## src/rtl/amu_pkg.sv

```systemverilog
// Shared types for the atomic memory unit: operation codes and control states.
// Assumes a 3-bit operation field; unlisted codes are treated as plain reads.
package amu_pkg;
    typedef enum logic [2:0] {
        OP_READ  = 3'd0,
        OP_WRITE = 3'd1,
        OP_TAS   = 3'd2,
        OP_TXCHG = 3'd3,
        OP_LR    = 3'd4,
        OP_SC    = 3'd5
    } amu_op_e;

    typedef enum logic [1:0] {
        ST_IDLE = 2'd0,
        ST_EXEC = 2'd1,
        ST_RESP = 2'd2
    } amu_state_e;
endpackage

```

## src/rtl/amu_rr_arbiter.sv

```systemverilog
// Round-robin arbiter: one-hot grant to the first requesting index above the
// last accepted one, wrapping. Assumes N >= 2; pointer moves only on advance.
module amu_rr_arbiter #(
    parameter int N = 3,
    localparam int IW = $clog2(N)
) (
    input  logic          clk,
    input  logic          rst_n,
    input  logic [N-1:0]  req,
    input  logic          advance,
    output logic [N-1:0]  grant,
    output logic [IW-1:0] grant_idx
);
    logic [IW-1:0] last_q;

    // Search upward from the slot after the last winner.
    always_comb begin
        logic found;
        grant     = '0;
        grant_idx = '0;
        found     = 1'b0;
        for (int k = 1; k <= N; k++) begin
            int idx;
            idx = (int'(last_q) + k) % N;
            if (!found && req[idx]) begin
                grant[idx] = 1'b1;
                grant_idx  = IW'(idx);
                found      = 1'b1;
            end
        end
    end

    // Remember the winner once its request is taken.
    always_ff @(posedge clk) begin
        if (!rst_n)       last_q <= IW'(N - 1);
        else if (advance) last_q <= grant_idx;
    end
endmodule

```

## src/rtl/amu_mem.sv

```systemverilog
// Single-port word memory with registered read data. Cleared on reset.
// Assumes a read and a write never share a cycle; read data follows the address by one cycle.
module amu_mem #(
    parameter int AW = 4,
    parameter int DW = 16,
    localparam int DEPTH = 1 << AW
) (
    input  logic          clk,
    input  logic          rst_n,
    input  logic          we,
    input  logic [AW-1:0] addr,
    input  logic [DW-1:0] wdata,
    output logic [DW-1:0] rdata
);
    logic [DW-1:0] words [DEPTH];

    // Clear, write, or register the addressed word.
    always_ff @(posedge clk) begin
        if (!rst_n) begin
            for (int i = 0; i < DEPTH; i++) words[i] <= '0;
            rdata <= '0;
        end else if (we) begin
            words[addr] <= wdata;
        end else begin
            rdata <= words[addr];
        end
    end
endmodule

```

## src/rtl/amu_resv.sv

```systemverilog
// Reservation file: one address and valid flag per requester. Committed writes
// knock out every matching reservation; a set takes priority over clears.
module amu_resv #(
    parameter int N  = 3,
    parameter int AW = 4,
    localparam int IW = $clog2(N)
) (
    input  logic          clk,
    input  logic          rst_n,
    input  logic          set_en,
    input  logic          own_clr,
    input  logic [IW-1:0] own_idx,
    input  logic [AW-1:0] own_addr,
    input  logic          wr_en,
    input  logic [AW-1:0] wr_addr,
    output logic          own_hit
);
    logic [N-1:0]  held_q;
    logic [AW-1:0] addr_q [N];

    // Does the current requester still hold a reservation on this address?
    assign own_hit = held_q[own_idx] && (addr_q[own_idx] == own_addr);

    // Update each reservation slot.
    always_ff @(posedge clk) begin
        if (!rst_n) begin
            held_q <= '0;
            for (int i = 0; i < N; i++) addr_q[i] <= '0;
        end else begin
            for (int i = 0; i < N; i++) begin
                if (wr_en && held_q[i] && addr_q[i] == wr_addr) held_q[i] <= 1'b0;
                if (own_clr && own_idx == IW'(i))               held_q[i] <= 1'b0;
                if (set_en && own_idx == IW'(i)) begin
                    held_q[i] <= 1'b1;
                    addr_q[i] <= own_addr;
                end
            end
        end
    end
endmodule

```

## src/rtl/atomic_mem_unit.sv

```systemverilog
// Atomic memory unit top. It grants one requester the memory port, reads in the
// accept cycle, decides and writes back in EXEC, then holds the response until it
// is taken. The port stays locked for that whole span.
module atomic_mem_unit
    import amu_pkg::*;
#(
    parameter int N_REQ  = 3,
    parameter int ADDR_W = 4,
    parameter int DATA_W = 16
) (
    input  logic                     clk,
    input  logic                     rst_n,
    input  logic [N_REQ-1:0]         req_valid,
    output logic [N_REQ-1:0]         req_ready,
    input  logic [3*N_REQ-1:0]       req_op,
    input  logic [ADDR_W*N_REQ-1:0]  req_addr,
    input  logic [DATA_W*N_REQ-1:0]  req_wdata,
    input  logic [DATA_W*N_REQ-1:0]  req_arg,
    output logic [N_REQ-1:0]         resp_valid,
    input  logic [N_REQ-1:0]         resp_ready,
    output logic [DATA_W-1:0]        resp_data
);
    localparam int IW = $clog2(N_REQ);

    amu_state_e          state_q;
    logic [IW-1:0]       cur_idx_q;
    logic [2:0]          cur_op_q;
    logic [ADDR_W-1:0]   cur_addr_q;
    logic [DATA_W-1:0]   cur_wdata_q, cur_arg_q, resp_q;

    logic [N_REQ-1:0]    grant;
    logic [IW-1:0]       grant_idx;
    logic                accept, mem_we, resv_hit, do_write;
    logic [ADDR_W-1:0]   mem_addr;
    logic [DATA_W-1:0]   mem_rdata, result;

    amu_rr_arbiter #(.N(N_REQ)) u_arb (
        .clk(clk), .rst_n(rst_n), .req(req_valid), .advance(accept),
        .grant(grant), .grant_idx(grant_idx)
    );

    // Ready only while idle and out of reset.
    assign req_ready = (state_q == ST_IDLE && rst_n) ? grant : '0;
    assign accept    = |req_ready;

    // The port address comes from the winner when idle, else from the latched request.
    assign mem_addr = (state_q == ST_IDLE) ? req_addr[grant_idx*ADDR_W +: ADDR_W] : cur_addr_q;
    assign mem_we   = (state_q == ST_EXEC) && do_write;

    amu_mem #(.AW(ADDR_W), .DW(DATA_W)) u_mem (
        .clk(clk), .rst_n(rst_n), .we(mem_we), .addr(mem_addr),
        .wdata(cur_wdata_q), .rdata(mem_rdata)
    );

    amu_resv #(.N(N_REQ), .AW(ADDR_W)) u_resv (
        .clk(clk), .rst_n(rst_n),
        .set_en((state_q == ST_EXEC) && cur_op_q == OP_LR),
        .own_clr(mem_we && cur_op_q == OP_SC),
        .own_idx(cur_idx_q), .own_addr(cur_addr_q),
        .wr_en(mem_we), .wr_addr(cur_addr_q),
        .own_hit(resv_hit)
    );

    // Decide whether the operation writes, and what it returns.
    always_comb begin
        do_write = 1'b0;
        result   = mem_rdata;
        case (cur_op_q)
            OP_WRITE: do_write = 1'b1;
            OP_TAS:   do_write = (mem_rdata == '0);
            OP_TXCHG: do_write = (cur_arg_q == '0);
            OP_SC: begin
                do_write = resv_hit;
                result   = resv_hit ? DATA_W'(1) : '0;
            end
            default:  do_write = 1'b0;
        endcase
    end

    // Sequence accept -> execute -> respond, and latch the request and the result.
    always_ff @(posedge clk) begin
        if (!rst_n) begin
            state_q     <= ST_IDLE;
            cur_idx_q   <= '0;
            cur_op_q    <= '0;
            cur_addr_q  <= '0;
            cur_wdata_q <= '0;
            cur_arg_q   <= '0;
            resp_q      <= '0;
        end else begin
            case (state_q)
                ST_IDLE: if (accept) begin
                    state_q     <= ST_EXEC;
                    cur_idx_q   <= grant_idx;
                    cur_op_q    <= req_op[grant_idx*3 +: 3];
                    cur_addr_q  <= req_addr[grant_idx*ADDR_W +: ADDR_W];
                    cur_wdata_q <= req_wdata[grant_idx*DATA_W +: DATA_W];
                    cur_arg_q   <= req_arg[grant_idx*DATA_W +: DATA_W];
                end
                ST_EXEC: begin
                    state_q <= ST_RESP;
                    resp_q  <= result;
                end
                ST_RESP: if (resp_ready[cur_idx_q]) state_q <= ST_IDLE;
                default: state_q <= ST_IDLE;
            endcase
        end
    end

    assign resp_valid = (state_q == ST_RESP) ? (N_REQ'(1) << cur_idx_q) : '0;
    assign resp_data  = resp_q;
endmodule

```

## config.mk

```make
export PLATFORM = sky130hd
export DESIGN_NAME = atomic_mem_unit
export DESIGN_NICKNAME = d
export VERILOG_FILES = /design/src/rtl/amu_pkg.sv /design/src/rtl/amu_rr_arbiter.sv /design/src/rtl/amu_mem.sv /design/src/rtl/amu_resv.sv /design/src/rtl/atomic_mem_unit.sv
export SDC_FILE = /design/constraint.sdc
export NUM_CORES = 1
export LEC_CHECK = 0
export BUFFER_PORTS_ARGS = -buffer_cell sky130_fd_sc_hd__buf_4
export CORE_ASPECT_RATIO = 1.75
export CORE_MARGIN = 1
export CORE_UTILIZATION = 35
export CTS_CLUSTER_DIAMETER = 100
export DETAILED_ROUTE_END_ITERATION = 8
export PLACE_DENSITY = 0.58
export SLEW_MARGIN = 20
export SYNTH_ARGS = -nofsm -noshare
export SYNTH_HDL_FRONTEND = slang
export SYNTH_SLANG_ARGS = --single-unit
```

## constraint.sdc

```tcl
create_clock -name clk -period 4.6 [get_ports clk]
set_input_delay 0.92 -clock clk [delete_from_list [all_inputs] [get_ports clk]]
set_output_delay 0.92 -clock clk [all_outputs]
set_load 0.02 [all_outputs]
```

# Word level (Yosys, flattened, before mapping)
# Memories as Yosys holds them, arrays and structs flattened. A register that Yosys moved wholly into a read port is not among the register bits.
# Index checks and enable logic that the tools add are counted.
# Widths: inputs -> output; s select.
[word_totals]
output_inout_bits = 22
input_bits = 125
regBits = 64
elab_cells = 155
ramBits = 268
n_memories = 2
[mem_list]
columns = ["memory", "words", "width", "rd", "rd_ports_with_merged_regs", "write_ports", "line_no", "rtl"]
rows = [
  ["u_mem.words", 16, 16, 1, 1, 16, "amu_mem.sv:15", "logic [DW-1:0] words [DEPTH];"],
  ["u_resv.addr_q", 3, 4, 4, 1, 3, "amu_resv.sv:19", "logic [AW-1:0] addr_q [N];"],
]
[classes]
n_eq_ne = 15
n_reduce_logical = 37
order_cmp = 7
n_addsub = 3
bitwise_logic = 5
n_mul = 1
div = 3
muxes = 66
shifts = 5
[op_table]
columns = ["op", "n"]
rows = [
  ["$ge 32x1->1 const B", 3],
  ["$lt 32x4->1 const B", 3],
  ["$mod 32x3->32 const B", 3],
  ["$shiftx 48x7->16", 2],
  ["$mux 1", 37],
  ["$logic_not 16->1", 2],
  ["$mux 16", 2],
  ["$logic_and 1x1->1", 22],
  ["$mux 4", 5],
  ["$eq 4x4->1", 4],
  ["$reduce_or 16->1", 1],
  ["$mux 3", 5],
  ["$mux 2", 7],
  ["$shiftx 12x5->4", 1],
  ["$bmux 1 s2", 5],
  ["$reduce_bool 3->1", 3],
  ["$shiftx 9x5->3", 1],
  ["$add 2x2->3 const B", 2],
  ["$demux 1 s2", 3],
  ["$eq 3x2->1 const B", 2],
  ["$eq 3x3->1 const B", 2],
  ["$or 3x3->3", 2],
  ["$pmux 2 s3", 1],
  ["$eq 2x1->1 const B", 2],
  ["other kinds (13)", 22],
]

# Longest topological paths before layout
# Gate-level depths: netlist of run 1.
[logic_depth]
word_depth = 17
depth_mapped = 15
ltp_nobuf = 11

# Hierarchy
# From an unflattened synthesis of run 1, not the netlist that was laid out.
[unflattened]
cells_unflattened = 1361
area_unflattened_um2 = 16998.8
[by_module_without_submodules]
columns = ["mod", "n_inst", "cells_per_inst", "area_per_inst_um2", "seq_area_each_um2"]
rows = [
  ["amu_mem", 1, 886, 12618.4, 8007.7],
  ["atomic_mem_unit", 1, 351, 3183.1, 1181.1],
  ["amu_resv", 1, 79, 858.3, 420.4],
  ["amu_rr_arbiter", 1, 45, 339.1, 40.0],
]

# Least setup slack after synthesis of run 1
# Ideal clock, no wire load.
[synth_path]
kind = "input-to-reg"
startpoint = "in req_valid[2]"
endpoint = "mem u_mem.words[2][0], enable pin"
path_slack_ns = 0.571
t_required_ns = 4.189
path_buffers = 3
setup_ns = 0.411
t_arrival_ns = 3.618
cell_stages = 10
cell_sequence = "a21o_1 > a21boi_2 > nand2_4 > buf_6 > mux2i_2 > o21a_2 > or2_1 > buf_2 > buf_6 > o21ai_0"
[synth_lines]
columns = ["item", "line_no", "rtl"]
rows = [
  ["start: declaration", "atomic_mem_unit.sv:13", "input logic [N_REQ-1:0] req_valid,"],
  ["end: declaration", "amu_mem.sv:15", ""],
]

==> impl_metrics.yaml, run 1 <==
clock_tree:
  clock-sinks: 350
  cts_resized: 0
  cts_setup_buffers: 0
  clk_latency_ps: 570
  holdBufCountCts: 0
  htreeDepth: 1
  clk_pin_slew_ps: 70
  cts_inserted_buffers: 29
  cts_tree: "yes"
  cts-root-buf: "clkbuf_16"
  clk_path_buf_depth: 3
timing:
  setup_viol: 0
  drv_slew: 0
  relSlewSlack_pct: 30.75
  skew_ps: 18.31
  fmax_mhz: 258.8
  worstMarginPinSlew_ps: 1037
  hold_violations: 0
  tns_ps: 0
  finalWorstSetupSlack_ps: 735.4
  finalCritPeriodShare_pct: 84.01
  rsz0062_at_grt: "no"
  fin_crit_ps: 3865
power_and_ir_drop:
  p_sw_mw: 3.889
  p_int_mw: 6.535
  peakVddDrop_v: 0.0002770
  pwr-share-seq_pct: 41.7
  power.leakage_nw: 7.430
  power_density_nw_per_um2: 543.1
  power_frac_clock_pct: 24.2
  p_sw_share_pct: 37.31
  combPwrFrac_pct: 34.1
finish:
  final_util_pct: 40.92
  drive_gt1_share_pct: 22.21
  area_growth_pct: 15.50
  fill_cells: 4428
  nets: 1566
  antenna_cells: 0
synth:
  ys.warnings.count: 0
  synth_area_leader_cell: "edfxtp_1"
  synth_compound_area_share_pct: 8.539
  yosys-top-cells-count: "edfxtp_1 (268), and2_1 (229), nand2_1 (131)"
  synthArstFlopShare_pct: 0
  synthXorXnorAreaFrac_pct: 0.6325
  ys_seq_area_share_pct: 58.31
  ys_dominant_reg_cell: "edfxtp_1"
  netlist_instances: 1328
  synth_area_leaders: "edfxtp_1 (48%), dfxtp_1 (9.9%), and2_1 (8.6%), mux4_2 (6.5%), mux2i_1 (4.3%)"
  synthMostInstantiatedCell: "edfxtp_1"
  synth_edf_count: 268
  yosys.area_share.simple_pct: 16.88
  synth_seq_cells: 350
  syn_nets: 1457
  syn_area_um2: 16620
  synth_top_family_by_area: "simple AND/OR/NAND/NOR gates"
  synthMuxAreaShare_pct: 11.13
  yosys.area_share.adder_pct: 0.3012
  avgSynthCellArea_um2: 12.51
  yosys.area.top_type_share_pct: 48.43
  ys_types: 68
worst_setup_path:
  cpLargestDelayFamily: "compound AO/OA/AOI/OAI gates"
  crit_path_end_kind: "flop"
  start_kind: "flop"
  criticalPathCategory: "reg -> reg"
  cp.required_ps: 4870
  crit_path_max_fanout: 20
  cp_cell_sequence: "inv_1, ha_1, a21o_1, a21boi_2, nand2_4, mux2i_1, o21ai_1, a31o_2, and3_1, nand2b_1, buf_4"
  arrival_ps: 4130
  cp_slowest_cell: "a31o_2"
  max_stage_delay_ps: 570
  cp_num_buf_inv: 2
placement:
  preCtsSetupSlack_ps: 701.8
  gp_congestion: 0.9283
  portBuffers: 146
  hpwlAfterDp_um: 34670
outcome:
  outcome: "finished clean"
global_routing:
  overflow: 0
  grt_util_all_layers_pct: 19.95
  grt_pass1_vias: 11143
  grt_max_degree: 73
  grt_first_pass_wirelength_um: 71660
  grt_antenna_before_repair: 0
drt:
  postRouteWirelength_um: 47990
  detail-route-antenna-nets: 0
  route.detailed.drc: 0
  via_per_inst: 5.330
  vias: 10910
  drtPass1Iterations: 5
  wl_per_cell_um: 23.44
  drt_first_iter_violations: 802
die:
  fp.dieW_um: 166.7
  ios: 147
  core_um2: 46900
  die_area_um2: 48380
  die_h_um: 290.2
  rows: 105
  start_util_pct: 35.43
min_path:
  min_path_type: "reg -> reg"
run:
  drv_cap: 0
==> flip-flops by register name (all words and copies together), names as in the netlist, named ones only <==
signal	flops
cur_addr_q	4
cur_arg_q	16
cur_idx_q	2
cur_op_q	3
cur_wdata_q	16
resp_data	16
state_q	2
u_arb.last_q	2
u_mem.rdata	16
u_mem.words	256
u_resv.addr_q	12
u_resv.held_q	3
==> through the flow <==
| stage | cells | area, um^2 | power [mW] | hold slack, ps |
|---|---|---|---|---|
| 2_1_floorplan | 1328 | 16620 | 6.675 | 431.6 |
| 3_3_place_gp | 1994 | 18230 | 7.950 | 441.5 |
| 3_5_place_dp | 1994 | 18230 | 7.984 | 443.5 |
| 4_1_cts | 2047 | 19190 | 10.49 | 452.9 |
| 5_1_grt | 2047 | 19190 | 10.87 | 469.3 |
| 6_report | 2047 | 19190 | 10.42 | 453.3 |
==> power groups by stage <==
stage	combinational (mW)	clock (mW)	sequential, mW
final	3.56	2.52	4.34
after global routing	3.81	2.68	4.39
after CTS	3.57	2.56	4.36
after detailed placement	3.56	0	4.42
after global placement	3.54	0	4.41
after floorplan	2.73	0	3.95
==> cells by family (layout without fill, tap and decap cells) <==
group | count (synthesis) | count (layout)
flip-flops | 350 | 350
AND/OR/NAND/NOR | 500 | 500
AO/OA/AOI/OAI | 210 | 210
multiplexers | 123 | 123
adder cells (fa/ha/maj) | 4 | 4
XOR/XNOR | 12 | 12
buffers and inverters | 129 | 260
==> area by class of cell <==
type	instances	area (um^2)	share of cell area [%]
Sequential cell	350	9689	50.49
Tap cell	588	735.7	3.833
Clock buffer	36	814.5	4.244
Inverter	6	22.52	0.1173
Clock inverter	17	147.6	0.7693
Timing Repair Buffer	201	1534	7.993
Multi-Input combinational cell	849	6248	32.56
==> final timing paths <==
kind | startpoint | end | slack (ps) | cells after the start
worst min-delay path | cur_arg_q[10] | cur_arg_q[10] | 450 | 2
worst max register to register | u_arb.last_q[0] | u_mem.words[5][12] | 740 | 11
worst min register to register | cur_arg_q[10] | cur_arg_q[10] | 450 | 2
worst max-delay path | u_arb.last_q[0] | u_mem.words[5][12] | 740 | 11
==> worst reg2reg max path, stage by stage (launching register included) <==
cell and delay (ps):
dfxtp_1 390, inv_1 80, ha_1 460, a21o_1 250, a21boi_2 200, nand2_4 120, mux2i_1 170, o21ai_1 320
a31o_2 570, and3_1 290, nand2b_1 440, buf_4 280
==> layer usage <==
metal | vias up | routed length [um] | track usage [%]
met5 | - | 0 | 0
met4 | 0 | 3060 | 12.08
met3 | 92 | 1752 | 1.920
met2 | 325 | 26350 | 38.58
met1 | 5446 | 16830 | 20.40
li1 | 5047 | - | -
==> layout by cell type (no fill, tap or decap), drive strengths merged, types with 4 or more instances in the layout <==
master  count
edfxtp    268
xnor2       4
buf       201
and3       46
mux2i      74
a22oi      16
nor4        9
xor2        8
dfxtp      82
o211ai     40
nor3        6
nand3      17
o21ai      31
clkinv     10
mux4       48
clkbuf     36
nor2b       9
nand4       4
nand2b     18
and2      229
a31oi      17
a21oi      71
inv         8
nor2       17
o221a      16
ha          4
nand2     133
Power figures use the tool's default switching activity.
==> inputs of run 2 (changes only) <==
PLACE_DENSITY = 0.59   (was 0.58)
clock period = 3.4 ns   (was 4.6 ns; I/O delays follow)
==> impl_metrics.yaml, run 2 (synthesis results as in run 1) <==
power_and_ir_drop:
  p_sw_share_pct: 35.96
  peakVddDrop_v: 0.0004994
  combPwrFrac_pct: 35.8
  p_int_mw: 9.438
  power_density_nw_per_um2: 744.6
  pwr-share-seq_pct: 39.7
  p_total_mw: 14.74
  p_sw_mw: 5.298
  power.leakage_nw: 7.742
  power_frac_clock_pct: 24.5
placement:
  portBuffers: 146
  hpwlAfterDp_um: 35620
  place_inst: 2024
  dpl_cell_area_um2: 18660
  preCtsSetupSlack_ps: 21.82
  gp_congestion: 0.8792
drt:
  vias: 11146
  route.detailed.drc: 0
  detail-route-antenna-nets: 0
  wl_per_cell_um: 23.48
  drt_first_iter_violations: 810
  drtPass1Iterations: 5
  via_per_inst: 5.333
  postRouteWirelength_um: 49060
worst_setup_path:
  cp_cell_sequence: "inv_1, ha_2, a21o_1, a21boi_2, nand2_4, mux2i_4, o211ai_4, buf_12, buf_4, mux4_2, a22oi_1, a31oi_1"
  cp.required_ps: 3850
  start_kind: "flop"
  arrival_ps: 3690
  cpLargestDelayFamily: "compound AO/OA/AOI/OAI gates"
  cp_num_buf_inv: 3
  max_stage_delay_ps: 580
  crit_path_max_fanout: 8
  cp_slowest_cell: "mux4_2"
  crit_path_end_kind: "flop"
  criticalPathCategory: "reg -> reg"
timing:
  drv_slew: 0
  relSlewSlack_pct: 29.42
  hold_violations: 0
  finalWorstSetupSlack_ps: 155.7
  tns_ps: 0
  worstMarginPinSlew_ps: 1057
  fmax_mhz: 308.2
  setup_viol: 0
  skew_ps: 18.68
  whs_ps: 421.7
  rsz0062_at_grt: "no"
  fin_crit_ps: 3244
  finalCritPeriodShare_pct: 95.42
finish:
  area_growth_pct: 19.11
  nets: 1606
  final_util_pct: 42.20
  final_cells: 2090
  finalInstanceArea_um2: 19790
  fill_cells: 4317
  final_cell_mix: "edfxtp_1 (268), and2_1 (228), buf_4 (221), nand2_1 (131), dfxtp_1 (82)"
  largest_register: "u_mem.words"
  drive_gt1_share_pct: 24.65
  final_common_cell: "edfxtp_1"
  largest_register_ffs: 256
global_routing:
  overflow: 0
  grt_antenna_before_repair: 1
  grt_first_pass_wirelength_um: 72420
  grt_pass1_vias: 11529
  grt_max_degree: 73
  grt_util_all_layers_pct: 20.26
min_path:
  min_path_type: "in -> reg"
clock_tree:
  clk_pin_slew_ps: 70
  clock-sinks: 350
  clk_latency_ps: 570
  clk_path_buf_depth: 3
  htreeDepth: 1
  cts_tree: "yes"
  cts_inserted_buffers: 30
  cts-root-buf: "clkbuf_16"
die:
  die_area_um2: 48380
  die_h_um: 290.2
  rows: 105
  ios: 147
  core_um2: 46900
  fp.dieW_um: 166.7
  start_util_pct: 35.43
run:
  drv_cap: 0
outcome:
  outcome: "finished clean"
-- run 2: cell count changes in the layout (fill, tap and decap cells not counted), sizes merged --
cell,change
buf,+39
bufinv,+1
clkbuf,+10
clkinv,-3
clkinvlp,-3
diode,+1
inv,-2
-- run 2: layout make-up --
class	count	area [um^2]	share of cell area [%]
flip-flops and latches	350	9689	48.96
multi-input cells	849	6264	31.65
repair buffers	240	2039	10.30
clock buffers	46	913.4	4.615
well taps	588	735.7	3.717
clock inverters	10	125.1	0.6322
inverters	6	22.52	0.1138
diodes	1	2.502	0.01264
-- run 2: power by group through the flow --
stage / Clock [mW] / Combinational (mW) / Sequential, mW
CTS: 3.68 / 5.18 / 5.86
finish: 3.61 / 5.27 / 5.85
detailed placement: 0 / 5.16 / 5.95
global placement: 0 / 5.12 / 5.94
floorplan: 0 / 3.70 / 5.34
global route: 3.82 / 5.64 / 5.90
-- run 2: repair_timing --
item	CTS	global route
endpoints found under the setup margin	0	28
hold buffers	0	0
buffers inserted	0	9
resized for setup	0	3
-- run 2: metal layers --
layer	global-route usage [%]	up-vias	wire length, um
li1	-	5135	-
met1	19.58	5539	16040
met2	40.16	353	27790
met3	1.893	119	1893
met4	13.12	0	3335
met5	0	-	0
-- run 2: worst paths after layout --
kind / from / endpoint / slack [ps] / cells past startpoint
hold reg to reg: cur_arg_q[14] / cur_arg_q[14] / 450 / 2
setup reg to reg: u_arb.last_q[0] / u_mem.rdata[1] / 160 / 12
setup / recovery: u_arb.last_q[0] / u_mem.rdata[1] / 160 / 12
hold / removal: resp_ready[2] / state_q[1] / 420 / 4
-- run 2: tightest hold or removal path: cells and delay by family --
kind                   cells  cell delay (ps)
buffers and inverters      1               80
AOI/OAI and AO/OA          3              180
==> inputs of run 3 (changes only) <==
BUFFER_PORTS_ARGS = not set   (was -buffer_cell sky130_fd_sc_hd__buf_4)
DONT_BUFFER_PORTS = 1   (was not set)
PLACE_DENSITY = 0.57   (was 0.59)
==> impl_metrics.yaml, run 3 (synthesis results as in run 1) <==
power_and_ir_drop:
  power.leakage_nw: 6.966
  p_sw_mw: 5.371
  p_int_mw: 9.032
  peakVddDrop_v: 0.0003452
  p_sw_share_pct: 37.29
  pwr-share-seq_pct: 40.7
  power_frac_clock_pct: 23.2
  p_total_mw: 14.40
  power_density_nw_per_um2: 774.1
  combPwrFrac_pct: 36.1
drt:
  postRouteWirelength_um: 48510
  drtPass1Iterations: 5
  drt_first_iter_violations: 705
  vias: 10480
  route.detailed.drc: 0
  via_per_inst: 5.394
  detail-route-antenna-nets: 0
  wl_per_cell_um: 24.97
worst_setup_path:
  max_stage_delay_ps: 550
  start_kind: "flop"
  r2r_setup_slack_ps: 80
  r2r-start: "u_arb.last_q[0]"
  cp_cell_sequence: "inv_1, ha_2, a21o_1, a21boi_2, nand2_4, mux2i_4, o211ai_4, buf_12, buf_16, mux4_2, a22oi_2, a31oi_1"
  crit_path_end_kind: "flop"
  cp.required_ps: 3850
  cp_slowest_cell: "mux4_2"
  arrival_ps: 3770
  r2r-end: "u_mem.rdata[7]"
  crit_path_start: "u_arb.last_q[0]"
  crit_path_max_fanout: 17
  criticalPathCategory: "reg -> reg"
  rr_worst_depth: 12
global_routing:
  grt_antenna_before_repair: 1
  grt_first_pass_wirelength_um: 71490
  grt_max_degree: 73
  grt_pass1_vias: 10947
  top_usage_layer: "met2"
  grt_util_all_layers_pct: 20.12
  overflow: 0
  grt_util_met1_pct: 19.44
  grtUsageMet2_pct: 40.45
  use_met3_pct: 2.261
timing:
  hold_violations: 0
  fin_crit_ps: 3325
  drv_slew: 0
  fmax_mhz: 300.8
  setup_viol: 0
  relSlewSlack_pct: 30.64
  skew_ps: 27.28
  rsz0062_at_grt: "no"
  worstMarginPinSlew_ps: 1039
  finalCritPeriodShare_pct: 97.79
  tns_ps: 0
clock_tree:
  cts_tree: "yes"
  cts_inserted_buffers: 31
  clk_path_buf_depth: 3
  clk_pin_slew_ps: 70
  clock-sinks: 350
  htreeDepth: 1
  cts-root-buf: "clkbuf_16"
  holdBufCountCts: 0
  clk_latency_ps: 580
die:
  core_um2: 46900
  fp.dieW_um: 166.7
  ios: 147
  die_area_um2: 48380
  rows: 105
  start_util_pct: 35.43
  die_h_um: 290.2
min_path:
  min_to: "u_arb.last_q[1]"
  min_path_type: "in -> reg"
  worstHoldStart: "rst_n"
  holdPathStages: 1
finish:
  final_cell_mix: "edfxtp_1 (268), and2_1 (228), nand2_1 (131), dfxtp_1 (81), buf_4 (75)"
  final_util_pct: 39.67
  area_growth_pct: 11.98
  largest_register: "u_mem.words"
  antenna_cells: 0
  regArea_um2: 9691
  final_common_cell: "edfxtp_1"
  largest_register_ffs: 256
  fill_cells: 4406
  nets: 1459
  multi_input_area_um2: 6309
  drive_gt1_share_pct: 16.75
placement:
  portBuffers: 0
  hpwlAfterDp_um: 34900
  gp_congestion: 0.9062
run:
  drv_cap: 0
outcome:
  outcome: "finished clean"
[run 3: changes by cell type in the layout (fill, tap and decap cells not counted), moves of 4 or more]
cell	change
clkinv_2	-4
a22oi_2	+7
clkbuf_1	+5
a22oi_1	-7
buf_4	-146
[run 3: how the worst max path moves through the flow]
stage                                    to  slack [ps]  cells past startpoint
after global routing         u_mem.rdata[7]          30                     12
after detailed placement     u_mem.rdata[7]        -370                     12
after global placement       u_mem.rdata[7]        -350                     12
after CTS                    u_mem.rdata[7]         -20                     12
after floorplan           u_mem.words[0][0]        -100                     13
final                        u_mem.rdata[7]          80                     12
[run 3: stage by stage]
stage / std cells / worst slack [ps] / hold WS [ps] / area (um^2)
2_1_floorplan: 1328 / -95.77 / 431.6 / 16620
3_3_place_gp: 1878 / -348.5 / 440.4 / 17550
3_5_place_dp: 1878 / -374.5 / 447.8 / 17550
4_1_cts: 1936 / -19.54 / 191.0 / 18540
5_1_grt: 1943 / 30.04 / 205.5 / 18610
6_report: 1943 / 75.22 / 213.7 / 18610
[run 3: power by group through the flow]
stage | registers [mW] | logic (mW) | clock network, mW
CTS | 5.90 | 5.14 | 3.40
detailed placement | 5.99 | 5.05 | 0
global placement | 5.97 | 5.02 | 0
floorplan | 5.34 | 3.70 | 0
global route | 5.94 | 5.53 | 3.54
finish | 5.87 | 5.20 | 3.34
[run 3: layout make-up]
class	instances	share of cell area, %
Sequential cell	350	52.08
Multi-Input combinational cell	849	33.90
Timing Repair Buffer	92	4.895
Clock buffer	49	4.801
Tap cell	588	3.954
Clock inverter	9	0.2421
Inverter	6	0.1210
[run 3: layer usage]
layer / vias to the layer above / part of all wire (%)
li1: 4849 / -
met1: 5243 / 34
met2: 294 / 57
met3: 94 / 3.4
met4: 0 / 5.8
met5: - / 0
[run 3: critical path, delay by kind of cell, from the launching register on]
| family | cells | cell delay, ps |
|---|---|---|
| AND/OR/NAND/NOR | 1 | 100 |
| buffers and inverters | 3 | 410 |
| flip-flops | 1 | 360 |
| adder cells (fa/ha/maj) | 1 | 330 |
| multiplexers | 2 | 760 |
| AO/OA/AOI/OAI | 5 | 1240 |
[run 3: what timing repair did]
action                     CTS  global route
buffers inserted             0             7
setup endpoints to repair    8            62
pin swaps                    2             4
resized for setup           10             7
